==> config.mk <==
export PLATFORM = sky130hd
export DESIGN_NAME = acs2_unit
export DESIGN_NICKNAME = d
export VERILOG_FILES = /design/src/rtl/acs2_pkg.sv /design/src/rtl/acs2_ctrl.sv /design/src/rtl/acs2_lane.sv /design/src/rtl/acs2_datapath.sv /design/src/rtl/acs2_unit.sv
export SDC_FILE = /design/constraint.sdc
export NUM_CORES = 1
export LEC_CHECK = 0
export BUFFER_PORTS_ARGS = -buffer_cell sky130_fd_sc_hd__buf_2
export CAP_MARGIN = 25
export CORE_AREA = 5 5 76 78
export DETAILED_ROUTE_END_ITERATION = 10
export DIE_AREA = 0 0 81 83
export GPL_TIMING_DRIVEN = 0
export PLACE_DENSITY = 0.75
export SYNTH_ARGS = -nofsm -noshare
export SYNTH_HDL_FRONTEND = slang
export SYNTH_SLANG_ARGS = --single-unit
==> constraint.sdc <==
create_clock -name clk -period 4.4 [get_ports clk]
set_clock_uncertainty 0.05 [all_clocks]
set_input_delay 0.44 -clock clk [delete_from_list [all_inputs] [get_ports clk]]
set_output_delay 0.44 -clock clk [all_outputs]
set_load 0.1 [all_outputs]
==> src/rtl/acs2_pkg.sv <==
package acs2_pkg;
  // Strobes from control to datapath
  typedef struct packed {
    logic capture;  // take the new metrics and decisions
    logic clear;    // load the reset metrics
  } acsCtrl_t;
endpackage

==> src/rtl/acs2_ctrl.sv <==
module acs2_ctrl
  import acs2_pkg::*;
(
  input  logic     clk,
  input  logic     rst,
  input  logic     inValid,
  output acsCtrl_t ctrl,
  output logic     outValid
);
  always_comb begin
    ctrl.clear   = rst;
    ctrl.capture = inValid & ~rst;
  end

  always_ff @(posedge clk) begin
    if (rst) outValid <= 1'b0;
    else     outValid <= inValid;
  end

  // a strobe yields valid output in the following cycle
  a_r6_valid_follows: assert property (@(posedge clk) disable iff (rst)
    inValid |=> outValid);
  // no valid output without a strobe
  a_r7_no_spurious_valid: assert property (@(posedge clk) disable iff (rst)
    !inValid |=> !outValid);
endmodule

==> src/rtl/acs2_lane.sv <==
module acs2_lane #(
  parameter int BM_W = 5,
  parameter int SM_W = 8
) (
  input  logic [SM_W-1:0] metricFrom1,
  input  logic [SM_W-1:0] metricFrom2,
  input  logic [BM_W-1:0] bmFrom1,
  input  logic [BM_W-1:0] bmFrom2,
  output logic [SM_W-1:0] sumFrom1,
  output logic [SM_W-1:0] sumFrom2,
  output logic [SM_W-1:0] survivor,
  output logic            pick2
);
  localparam int PAD = SM_W - BM_W;

  logic [SM_W-1:0] diff;

  always_comb begin
    sumFrom1 = metricFrom1 + {{PAD{1'b0}}, bmFrom1};
    sumFrom2 = metricFrom2 + {{PAD{1'b0}}, bmFrom2};
    // modular difference: its MSB set means sumFrom1 is the smaller one
    diff     = sumFrom1 - sumFrom2;
    // the S2 path wins only when it is strictly smaller; a tie keeps S1
    pick2    = ~diff[SM_W-1] & (|diff);
    survivor = pick2 ? sumFrom2 : sumFrom1;
  end
endmodule

==> src/rtl/acs2_datapath.sv <==
module acs2_datapath
  import acs2_pkg::*;
#(
  parameter int BM_W        = 5,
  parameter int SM_W        = 8,
  parameter int INIT_OFFSET = 64
) (
  input  logic            clk,
  input  acsCtrl_t        ctrl,
  input  logic [BM_W-1:0] bmS1S1,
  input  logic [BM_W-1:0] bmS1S2,
  input  logic [BM_W-1:0] bmS2S1,
  input  logic [BM_W-1:0] bmS2S2,
  output logic [1:0]      decisionQ,
  output logic [SM_W-1:0] metricS1,
  output logic [SM_W-1:0] metricS2
);
  localparam int NSTATE = 2;
  localparam int PAD    = SM_W - BM_W;
  localparam logic signed [SM_W-1:0] SPREAD_MAX = SM_W'(INIT_OFFSET);

  // the candidates must stay within half the register range
  if (INIT_OFFSET + (2 ** BM_W) >= (2 ** (SM_W - 1))) begin : g_bad_window
    $error("reset offset plus branch range exceeds the modular compare window");
  end

  logic [SM_W-1:0] metricQ   [NSTATE];
  logic [SM_W-1:0] survivorD [NSTATE];
  logic [SM_W-1:0] sum1      [NSTATE];
  logic [SM_W-1:0] sum2      [NSTATE];
  logic [BM_W-1:0] bmFrom1   [NSTATE];
  logic [BM_W-1:0] bmFrom2   [NSTATE];
  logic [NSTATE-1:0] pickD;

  always_comb begin
    bmFrom1[0] = bmS1S1;
    bmFrom2[0] = bmS2S1;
    bmFrom1[1] = bmS1S2;
    bmFrom2[1] = bmS2S2;
  end

  for (genvar i = 0; i < NSTATE; i++) begin : g_lane
    acs2_lane #(.BM_W(BM_W), .SM_W(SM_W)) lane_i (
      .metricFrom1 (metricQ[0]),
      .metricFrom2 (metricQ[1]),
      .bmFrom1     (bmFrom1[i]),
      .bmFrom2     (bmFrom2[i]),
      .sumFrom1    (sum1[i]),
      .sumFrom2    (sum2[i]),
      .survivor    (survivorD[i]),
      .pick2       (pickD[i])
    );
  end

  always_ff @(posedge clk) begin
    if (ctrl.clear) begin
      metricQ[0] <= '0;
      metricQ[1] <= SM_W'(INIT_OFFSET);
      decisionQ  <= '0;
    end else if (ctrl.capture) begin
      for (int s = 0; s < NSTATE; s++) metricQ[s] <= survivorD[s];
      decisionQ <= pickD;
    end
  end

  assign metricS1 = metricQ[0];
  assign metricS2 = metricQ[1];

  logic [SM_W-1:0] padS1S1, padS1S2, padS2S1, padS2S2;
  logic signed [SM_W-1:0] spread;
  always_comb begin
    padS1S1 = {{PAD{1'b0}}, bmS1S1};
    padS1S2 = {{PAD{1'b0}}, bmS1S2};
    padS2S1 = {{PAD{1'b0}}, bmS2S1};
    padS2S2 = {{PAD{1'b0}}, bmS2S2};
    spread  = metricQ[0] - metricQ[1];
  end

  // the new S1 metric is the candidate that its decision bit names
  a_r2_s1_keeps_named: assert property (@(posedge clk) disable iff (ctrl.clear)
    ctrl.capture |=> metricQ[0] == (decisionQ[0] ? $past(metricQ[1] + padS2S1)
                                                 : $past(metricQ[0] + padS1S1)));
  // the same for S2
  a_r3_s2_keeps_named: assert property (@(posedge clk) disable iff (ctrl.clear)
    ctrl.capture |=> metricQ[1] == (decisionQ[1] ? $past(metricQ[1] + padS2S2)
                                                 : $past(metricQ[0] + padS1S2)));
  // equal candidates keep the S1 path
  a_r5_tie_s1: assert property (@(posedge clk) disable iff (ctrl.clear)
    ctrl.capture && (sum1[0] == sum2[0]) |=> !decisionQ[0]);
  a_r5_tie_s2: assert property (@(posedge clk) disable iff (ctrl.clear)
    ctrl.capture && (sum1[1] == sum2[1]) |=> !decisionQ[1]);
  // without a strobe nothing moves
  a_r7_hold: assert property (@(posedge clk) disable iff (ctrl.clear)
    !ctrl.capture |=> $stable(metricQ[0]) && $stable(metricQ[1]) && $stable(decisionQ));
  // the metrics stay inside the compare window
  a_r9_spread: assert property (@(posedge clk) disable iff (ctrl.clear)
    (spread <= SPREAD_MAX) && (spread >= -SPREAD_MAX));
endmodule

==> src/rtl/acs2_unit.sv <==
module acs2_unit
  import acs2_pkg::*;
#(
  parameter int BM_W        = 5,
  parameter int SM_W        = 8,
  parameter int INIT_OFFSET = 64
) (
  input  logic            clk,
  input  logic            rst,
  input  logic            inValid,
  input  logic [BM_W-1:0] bmS1S1,
  input  logic [BM_W-1:0] bmS1S2,
  input  logic [BM_W-1:0] bmS2S1,
  input  logic [BM_W-1:0] bmS2S2,
  output logic [1:0]      survivorBits,
  output logic            outValid,
  output logic [SM_W-1:0] metricS1,
  output logic [SM_W-1:0] metricS2
);
  acsCtrl_t ctrl;

  acs2_ctrl ctrl_i (
    .clk      (clk),
    .rst      (rst),
    .inValid  (inValid),
    .ctrl     (ctrl),
    .outValid (outValid)
  );

  acs2_datapath #(.BM_W(BM_W), .SM_W(SM_W), .INIT_OFFSET(INIT_OFFSET)) dp_i (
    .clk       (clk),
    .ctrl      (ctrl),
    .bmS1S1    (bmS1S1),
    .bmS1S2    (bmS1S2),
    .bmS2S1    (bmS2S1),
    .bmS2S2    (bmS2S2),
    .decisionQ (survivorBits),
    .metricS1  (metricS1),
    .metricS2  (metricS2)
  );
endmodule

==> results_dict.tcl <==
set metrics [dict create \
    status "completed" \
    slowest_stage "or4_4" \
    stdcell_count 413 \
    yosysTopAreaCell "edfxtp_1" \
    syn-num-nets 354 \
    crit_path_start "dp_i.metricQ[0][0]$_SDFFCE_PN0P_" \
    cts_tree "built" \
    drtPass1Iterations 5 \
    hold_path_class "flop to flop" \
    grt_pass1_vias 2148 \
    rows 26 \
    syn_area_um2 2640 \
    max_freq_ghz 0.241 \
    r2r-end "dp_i.metricQ[0][2]$_SDFFCE_PN0P_" \
    path_buf_inv 1 \
    cts_hold_buf 0 \
    gp_congestion 0.940 \
    io_pins 42 \
    diodes 0 \
    drive_gt1_share_pct 21.9 \
    synthFlopType "edfxtp_1" \
    wirelength_mm 6.33 \
    cpLargestDelayFamily "compound AO/OA/AOI/OAI gates" \
    r2r-start "dp_i.metricQ[0][0]$_SDFFCE_PN0P_" \
    die_h_um 83 \
    wl_per_cell_um 15.3 \
    grt_pass1_wl_mm 10.0 \
    hold_ws_ns 0.415 \
    clk_pin_slew_ns 0.08 \
    crit_fanout 5 \
    dieArea_um2 6720 \
    grt.overflow.total 0 \
    dp.cells 404 \
    cp_num_cells 15 \
    drtIter0Drc 132 \
    synthTopCellsByArea "edfxtp_1, ha_1, a21oi_1" \
    via_per_inst 5.73 \
    drv_slew 0 \
    finalSetupTns_ns 0 \
    clock-sinks 19 \
    critPathLaunchType "flop" \
    area_growth_pct 15.6 \
    cp_cell_sequence "ha_2, fa_2, a311oi_4, and2b_2, o21ai_0, xnor2_1, ha_1, nor2b_1, nor3b_1, o2111ai_1, or4_4, a211oi_4, buf_4, nor2_2, a211oi_2" \
    grt_setup_unrepaired "false" \
    finalCritPeriodShare_pct 94.3 \
    final_common_cell "buf_2" \
    dieWidth_um 81 \
    synth_edf_count 16 \
    crit_path_end "dp_i.metricQ[0][2]$_SDFFCE_PN0P_" \
    clk_latency_ns 0.27 \
    ys_types 63 \
    final_antenna_net_count 0 \
    synth.top_cell.area_share_pct 18.2 \
    vias 2366 \
    finalHoldViolations 0 \
    yosys_warnings 0 \
    start_util_pct 52.6 \
    worst_pin_slew_ns 0.672 \
    rr_worst_depth 15 \
    drc 0 \
    synth_cells 293 \
    period_needed_ns 4.15 \
    cp.arrival_ns 4.19 \
    hpwlAfterDp_mm 5.27 \
    grt_max_degree 17 \
    ys_seq_area_share_pct 20.5 \
    cts_buffers 3 \
    max_stage_delay_ns 0.52 \
    crit_required_ns 4.45 \
    maxCapViolCount 0 \
    clockRootBuffer "clkbuf_8" \
    h-tree-depth 1 \
    end_kind "flop" \
    portBuffers 41 \
    postSynthAreaPerCell_um2 9.00 \
    coreArea_um2 5010 \
    antenna_found_initial 0 \
    synthArstFlopShare_pct 0 \
    final_nets 405 \
    slew_headroom_pct 55.2 \
    setup_viol 0 \
    reg2reg_slack_ns 0.25 \
    path_class "flop to flop" \
    fin_util_pct 60.8 \
    yosys_register_bits 19 \
    clockBufferDepth 2 \
    most-common-layout-cells "buf_2, ha_1, a21oi_1, nor2_1, nand2_1" \
    grt_usage_pct 18.6 \
]
through the flow:
stage | instance area (µm²) | setup WS [ns]
floorplan | 2650 | -0.0233
global placement | 2940 | 0.123
detailed placement | 2940 | 0.0839
CTS | 2990 | 0.122
global route | 3050 | 0.00156
finish | 3050 | 0.251
routing by layer:
| metal | track usage (%) | part of all wire [%] | vias up |
|---|---|---|---|
| li1 | - | - | 1188 |
| met1 | 26.8 | 48 | 1100 |
| met2 | 29.3 | 46 | 69 |
| met3 | 2.06 | 4.6 | 9 |
| met4 | 4.92 | 1.9 | 0 |
| met5 | 0 | 0 | - |
worst min path at each step:
stage / startpoint / end / slack, ns / depth (start not counted)
4_1_cts: dp_i.decisionQ[0]$_SDFFE_PP0P_ / dp_i.decisionQ[0]$_SDFFE_PP0P_ / 0.41 / 2
6_report: dp_i.decisionQ[0]$_SDFFE_PP0P_ / dp_i.decisionQ[0]$_SDFFE_PP0P_ / 0.42 / 2
3_3_place_gp: dp_i.decisionQ[0]$_SDFFE_PP0P_ / dp_i.decisionQ[0]$_SDFFE_PP0P_ / 0.40 / 2
3_5_place_dp: dp_i.decisionQ[0]$_SDFFE_PP0P_ / dp_i.decisionQ[0]$_SDFFE_PP0P_ / 0.39 / 2
5_1_grt: dp_i.decisionQ[0]$_SDFFE_PP0P_ / dp_i.decisionQ[0]$_SDFFE_PP0P_ / 0.43 / 2
2_1_floorplan: rst / dp_i.decisionQ[0]$_SDFFE_PP0P_ / 0.58 / 3
layout make-up:
cell class              instances  area, µm²
repair buffers                 46        243
well taps                      70       87.6
clock inverters                 1       7.51
clock buffers                   3       41.3
multi-input cells             255       2040
flip-flops and latches         19        541
plain buffers                   4       32.5
inverters                      15       56.3
fillers                       465       1960
sequential cells by signal, summed over array words and instances, names as in the netlist:
name	flops
ctrl_i.outValid	1
dp_i.decisionQ	2
dp_i.metricQ	16
cell usage after synthesis, types with 3 or more instances:
cell and number:
ha_1 32, a21oi_1 25, nor2_1 21, nand2_1 18
edfxtp_1 16, nor3b_1 16, inv_1 14, xnor2_1 14
xor2_1 13, o21ai_0 12, nand2b_1 9, nand3_1 8
fa_1 6, a21o_1 5, a2111oi_0 4, a211oi_1 4
mux2i_1 4, nor2b_1 4, nor3_1 4, nor4_1 4
and2_1 3, dfxtp_1 3, o21ai_1 3, o21bai_1 3
kinds of logic (layout without fill, tap and decap cells):
group,Yosys count,count (layout),synth area share [%]
compound gates,77,77,20.6
xor+xnor,30,30,11.3
fa+ha+maj,40,40,20.5
buf+inv,19,69,3.37
flops,19,19,20.5
mux,4,4,1.52
simple gates,104,104,22.1
worst register-to-register path, delay by kind of cell, from the launching register on:
kind,cells,cell delay [ns]
DFF,1,0.41
xor gates and xnor gates,1,0.13
buffers and inverters,1,0.16
and+or+nand+nor,5,1.08
AOI/OAI and AO/OA,5,1.18
adders and majority gates,3,0.97
what timing repair did:
item,CTS,global route
setup buffers,0,5
resized for setup,0,3
setup endpoints to repair,0,8
Power is not shown: default switching activity piles up to over one toggle a cycle in this logic, so the estimate is an artifact.
